## config.mk

```make
export PLATFORM = sky130hd
export DESIGN_NAME = lcd_rowscan_timing
export DESIGN_NICKNAME = d
export VERILOG_FILES = /design/src/rtl/lcd_rowscan_pkg.sv /design/src/rtl/line_timer.sv /design/src/rtl/row_sequencer.sv /design/src/rtl/polarity_gen.sv /design/src/rtl/lcd_rowscan_timing.sv
export SDC_FILE = /design/constraint.sdc
export NUM_CORES = 1
export LEC_CHECK = 0
export ABC_AREA = 1
export BUFFER_PORTS_ARGS = -buffer_cell sky130_fd_sc_hd__buf_2
export CAP_MARGIN = 0
export CORE_MARGIN = 5
export CORE_UTILIZATION = 35
export DETAILED_ROUTE_END_ITERATION = 7
export PLACE_DENSITY_LB_ADDON = 0.12
export SLEW_MARGIN = 10
export SYNTH_ARGS = -nofsm -noshare
export SYNTH_HDL_FRONTEND = slang
export SYNTH_HIERARCHICAL = 1
export SYNTH_SLANG_ARGS = --single-unit
```

## constraint.sdc

```tcl
create_clock -name clk -period 1.6 [get_ports clk]
set_clock_uncertainty 0.05 [all_clocks]
set_input_delay 0.32 -clock clk [delete_from_list [all_inputs] [get_ports clk]]
set_output_delay 0.32 -clock clk [all_outputs]
set_load 0.02 [all_outputs]
```

## src/rtl/lcd_rowscan_pkg.sv

```systemverilog
package lcd_rowscan_pkg;

   // width of a counter that must hold values 0 .. n-1 (at least one bit)
   function automatic int unsigned cnt_width(input int unsigned n);
      int unsigned w;
      w = (n <= 2) ? 1 : $clog2(n);
      return w;
   endfunction

   typedef struct packed {
      logic start;
      logic latch;
   } scan_pulse_t;

endpackage

```

## src/rtl/line_timer.sv

```systemverilog
module line_timer
   import lcd_rowscan_pkg::*;
#(
   parameter int unsigned LINE_CYCLES = 78
) (
   input  logic clk,
   input  logic rst,
   output logic line_tick
);

   localparam int unsigned CW = cnt_width(LINE_CYCLES);
   localparam logic [CW-1:0] CNT_LAST = CW'(LINE_CYCLES - 1);

   if (LINE_CYCLES < 2) begin : g_bad_line
      $error("line_timer: LINE_CYCLES must be at least 2");
   end

   logic [CW-1:0] cyc_q;

   always_ff @(posedge clk) begin
      if (rst) begin
         cyc_q <= '0;
      end else if (cyc_q == CNT_LAST) begin
         cyc_q <= '0;
      end else begin
         cyc_q <= cyc_q + 1'b1;
      end
   end

   assign line_tick = (cyc_q == CNT_LAST);

   // a tick never lasts two cycles
   a_r2_tick_single: assert property (@(posedge clk) disable iff (rst)
      line_tick |=> !line_tick)
      else $error("R2: line tick held for two cycles");

   // counter stays within the line period
   a_r2_cnt_bound: assert property (@(posedge clk) disable iff (rst)
      cyc_q <= CNT_LAST)
      else $error("R2: line counter out of range");

   // reset restarts the line
   a_r1_line_reset: assert property (@(posedge clk)
      rst |=> (cyc_q == '0))
      else $error("R1: line counter not cleared by reset");

endmodule

```

## src/rtl/row_sequencer.sv

```systemverilog
module row_sequencer
   import lcd_rowscan_pkg::*;
#(
   parameter int unsigned ROWS = 64
) (
   input  logic clk,
   input  logic rst,
   input  logic line_tick,
   output logic frame_start
);

   localparam int unsigned RW = cnt_width(ROWS);
   localparam logic [RW-1:0] ROW_LAST = RW'(ROWS - 1);

   if (ROWS < 2) begin : g_bad_rows
      $error("row_sequencer: ROWS must be at least 2");
   end

   logic [RW-1:0] row_q;

   always_ff @(posedge clk) begin
      if (rst) begin
         row_q <= '0;
      end else if (line_tick) begin
         row_q <= (row_q == ROW_LAST) ? '0 : row_q + 1'b1;
      end
   end

   assign frame_start = line_tick && (row_q == '0);

   // a start pulse only rides on a latch pulse
   a_r3_start_on_latch: assert property (@(posedge clk) disable iff (rst)
      frame_start |-> line_tick)
      else $error("R3: start without latch");

   // row advances by one on every latch below the last row
   a_r4_row_step: assert property (@(posedge clk) disable iff (rst)
      (line_tick && row_q != ROW_LAST) |=> (row_q == $past(row_q) + 1'b1))
      else $error("R4: row did not advance");

   // row wraps after the last row
   a_r4_row_wrap: assert property (@(posedge clk) disable iff (rst)
      (line_tick && row_q == ROW_LAST) |=> (row_q == '0))
      else $error("R4: row did not wrap");

   // row holds between latches
   a_r4_row_hold: assert property (@(posedge clk) disable iff (rst)
      !line_tick |=> $stable(row_q))
      else $error("R4: row moved without latch");

   // reset returns to the top row
   a_r5_row_reset: assert property (@(posedge clk)
      rst |=> (row_q == '0))
      else $error("R5: row not cleared by reset");

endmodule

```

## src/rtl/polarity_gen.sv

```systemverilog
module polarity_gen
   import lcd_rowscan_pkg::*;
#(
   parameter int unsigned POL_FRAMES = 1
) (
   input  logic clk,
   input  logic rst,
   input  logic frame_start,
   output logic polarity
);

   if (POL_FRAMES < 1) begin : g_bad_pol
      $error("polarity_gen: POL_FRAMES must be at least 1");
   end

   logic pol_q;

   if (POL_FRAMES == 1) begin : g_every_frame
      always_ff @(posedge clk) begin
         if (rst) begin
            pol_q <= 1'b0;
         end else if (frame_start) begin
            pol_q <= ~pol_q;
         end
      end
   end else begin : g_multi_frame
      localparam int unsigned FW = cnt_width(POL_FRAMES);
      localparam logic [FW-1:0] FR_LAST = FW'(POL_FRAMES - 1);
      logic [FW-1:0] frm_q;

      always_ff @(posedge clk) begin
         if (rst) begin
            frm_q <= '0;
            pol_q <= 1'b0;
         end else if (frame_start) begin
            if (frm_q == FR_LAST) begin
               frm_q <= '0;
               pol_q <= ~pol_q;
            end else begin
               frm_q <= frm_q + 1'b1;
            end
         end
      end

      // no flip on a start pulse that is not the last of the group
      a_r7_group_hold: assert property (@(posedge clk) disable iff (rst)
         (frame_start && frm_q != FR_LAST) |=> $stable(pol_q))
         else $error("R7: polarity flipped inside a frame group");
   end

   assign polarity = pol_q;

   // polarity is steady unless a start pulse just occurred
   a_r6_flip_on_frame: assert property (@(posedge clk) disable iff (rst)
      !frame_start |=> $stable(pol_q))
      else $error("R6: polarity changed away from a frame boundary");

   // reset forces the low level
   a_r8_pol_reset: assert property (@(posedge clk)
      rst |=> !pol_q)
      else $error("R8: polarity not cleared by reset");

endmodule

```

## src/rtl/lcd_rowscan_timing.sv

```systemverilog
module lcd_rowscan_timing
   import lcd_rowscan_pkg::*;
#(
   parameter int unsigned LINE_CYCLES = 78,
   parameter int unsigned ROWS        = 64,
   parameter int unsigned POL_FRAMES  = 1
) (
   input  logic clk,
   input  logic rst,
   output logic frame_start,
   output logic line_latch,
   output logic ac_polarity
);

   scan_pulse_t pulse;

   line_timer #(
      .LINE_CYCLES(LINE_CYCLES)
   ) u_line (
      .clk      (clk),
      .rst      (rst),
      .line_tick(pulse.latch)
   );

   row_sequencer #(
      .ROWS(ROWS)
   ) u_rows (
      .clk        (clk),
      .rst        (rst),
      .line_tick  (pulse.latch),
      .frame_start(pulse.start)
   );

   polarity_gen #(
      .POL_FRAMES(POL_FRAMES)
   ) u_pol (
      .clk        (clk),
      .rst        (rst),
      .frame_start(pulse.start),
      .polarity   (ac_polarity)
   );

   assign frame_start = pulse.start;
   assign line_latch  = pulse.latch;

   // start pulse is one cycle wide at the ports
   a_r3_start_single: assert property (@(posedge clk) disable iff (rst)
      frame_start |=> !frame_start)
      else $error("R3: start pulse longer than one cycle");

endmodule

```

==> results.txt <==
antenna violations before repair -> 0
Hold Violations, Final -> 0
placer congestion estimate -> 0.756
RSZ-0062 raised after global routing -> yes
largest net degree at the start of global routing -> 9
Final Critical Period -> 1.82 ns
H-tree Lvls -> 1
Synth top area share -> 38.5%
antenna-violating nets left -> 0
Starting Density -> 36.7%
mux contribution to synthesized area -> 0%
MaxCap Viol Count -> 0
post-route setup slack -> -0.224 ns
Top FF cell, synth -> dfxtp_1
Worst Tran Pin Value -> 0.246 ns
Simple-Gate Fraction of Synth Area -> 36.8%
Cells after Synth -> 100
xor/xnor share of the synthesized area -> 1.20%
Reg clk slew, reported paths -> 0.09 ns
Tcrit/Tclk final -> 114%
clk_lat worst skew -> 0.28 ns
Die Width -> 55.6 um
Setup CP Type -> reg2out
Tot Pwr -> 0.000664 W
status -> finished, violations left
compound-cell area share of the yosys netlist -> 7.39%
placed cell area -> 837 sq um
CP arrival -> 1.45 ns
area leader, netlist -> dfxtp_1
all-layer global routing usage -> 9.37%
Critical Path RT -> 1.23 ns
Setup Slack @ Placement -> -0.0140 ns
violated checks -> setup timing
Clock Tree Root -> clkbuf_4
Synth Area in Adders -> 6.87%
Die ar. -> 0.00309 sq mm
min-delay worst type -> in2reg
Pleak -> 0.393 nW
Worst Reg-to-Reg Cells -> 11
synthesized area -> 728 sq um
drt wl/cell -> 9.57 um
mean post-synth cell area -> 7.28 sq um
row count -> 16
Area contributors post-synth -> dfxtp_1 (38%), nand2_1 (13%), inv_1 (9.3%), ha_1 (6.9%), nor2_1 (5.2%)
Reg2Reg Setup Slack -> 0.11 ns
main combinational cell family by area after synthesis -> simple AND/OR/NAND/NOR gates
grt ovf -> 0
PwrDens -> 722 mW/mm^2
clock sink total -> 14
crit-path max FO -> 4
Seq cells post-synth -> 14
area grow syn2layout -> 26.5%
first-pass GRT wire length -> 2290 um
max-slew violations -> 0
worst hold endpoint -> u_rows/row_q[2]
Max Freq -> 548 MHz
detailed placement HPWL -> 1010 um
DR iter-0 viols -> 10
routed vias/inst -> 4.43
Seq/Total Area, Yosys -> 38.5%
Slew headroom -> 83.5%
Ports -> 5
CP Capture Type -> output pin
RR Startpoint -> u_line/cyc_q[3]
Post-synth top cells -> nand2_1 (25), inv_1 (18), dfxtp_1 (14)
CTS tree -> done
Hold Crit Depth -> 2
cts bufs inserted -> 3
Synth async-reset ratio -> 0%
critical path launch point type -> flop
synth unique cells -> 19
r2r endpoint -> u_rows/row_q[5]
total number of vias -> 625
Post-synth EDFFs -> 0
vias in the first global route -> 566
share of layout cells above drive strength 1 -> 32.5%
final instance area -> 921 sq um
die height -> 55.6 um
core area -> 0.00198 sq mm
drt pass-1 iters -> 4
peak supply drop -> 0.396 mV
Post-Syn Nets -> 106
total wire length -> 1350 um
DRC -> 0
hold_sp -> rst
antenna diode count -> 0
Setup Viol. Count Final -> 2
YS warnings -> 6
most common cell in the netlist -> nand2_1
clk buf depth -> 2
Final nets -> 121
Port Buffers -> 4
-- kinds of logic after synthesis --
logic type | Yosys count
buf+inv | 18
xor+xnor | 1
flops | 14
compound gates | 9
fa+ha+maj | 4
simple gates | 54
-- critical path, stage by stage (launching register included) --
cell and delay [ns]:
dfxtp_1 0.40, nand2_2 0.10, inv_1 0.11, nand3_4 0.10
inv_4 0.07, inv_2 0.04, nor4_4 0.17, buf_4 0.19
-- layout by cell type, fill, tap and decap left out, types with 2 or more instances in the layout --
| cell | n |
|---|---|
| dfxtp_2 | 2 |
| nand3_1 | 4 |
| nor2_1 | 10 |
| buf_2 | 2 |
| inv_1 | 14 |
| ha_1 | 3 |
| dfxtp_1 | 12 |
| a21oi_1 | 5 |
| buf_6 | 2 |
| clkbuf_4 | 3 |
| nand2_1 | 23 |
| nand2_2 | 5 |
| nor2_4 | 2 |
| buf_4 | 6 |
| nor2_2 | 4 |
| o21bai_1 | 2 |
| inv_2 | 3 |
-- repair_timing --
action | 4_1_cts | 5_1_grt
setup buffers | 1 | 0
pin swaps | 0 | 1
hold buffers | 0 | 0
gates resized for setup | 10 | 4
endpoints found under the setup margin | 2 | 5
endpoints found under the hold margin | 0 | 0
-- area by class of cell --
type,instances,area (sq um)
clock buffer,4,36.3
multi-input combinational,68,420
sequential,14,283
tap,27,33.8
timing repair buffer,10,77.6
inverter,18,70.1
fill,194,1060
-- flip-flops by register name, summed over array words and instances (netlist names) --
name / cells
u_line/cyc_q: 7
u_rows/row_q: 6
u_pol/polarity: 1
-- per-layer routing --
layer,vias to the layer above,routed length (um),track usage (%)
li1,336,-,-
met1,278,686,11.9
met2,9,591,13.9
met3,2,62,3.02
met4,0,10,5.21
met5,-,0,0
-- worst max-delay path by stage --
| stage | start | end | slack (ns) | cells after the start |
|---|---|---|---|---|
| finish | u_line/cyc_q[3] | frame_start | -0.22 | 7 |
| global route | u_line/cyc_q[1] | frame_start | -0.35 | 9 |
| CTS | u_line/cyc_q[1] | frame_start | -0.29 | 9 |
| detailed placement | u_line/cyc_q[0] | frame_start | -0.01 | 8 |
| global placement | u_line/cyc_q[1] | frame_start | 0.02 | 9 |
| floorplan | u_line/cyc_q[0] | frame_start | -0.04 | 7 |
-- report_power, final --
part	switching, W	leakage [nW]	internal (W)
clock	0.000122	0.0210	0.000138
combinational	0.0000231	0.259	0.0000209
sequential	0.00000470	0.114	0.000356
total	0.000150	0.393	0.000515
-- per-stage QoR --
| step | hold WS [ns] | utilization [%] | setup TNS (ns) | std cells |
|---|---|---|---|---|
| finish | 0.196 | 46.5 | -0.247 | 141 |
| global route | 0.185 | 46.5 | -0.463 | 141 |
| CTS | 0.179 | 45.8 | -0.361 | 141 |
| detailed placement | 0.443 | 42.2 | -0.0140 | 136 |
| global placement | 0.434 | 42.2 | 0 | 136 |
| floorplan | 0.349 | - | -0.0649 | 100 |
No activity file was read; power rests on OpenSTA's default activity.
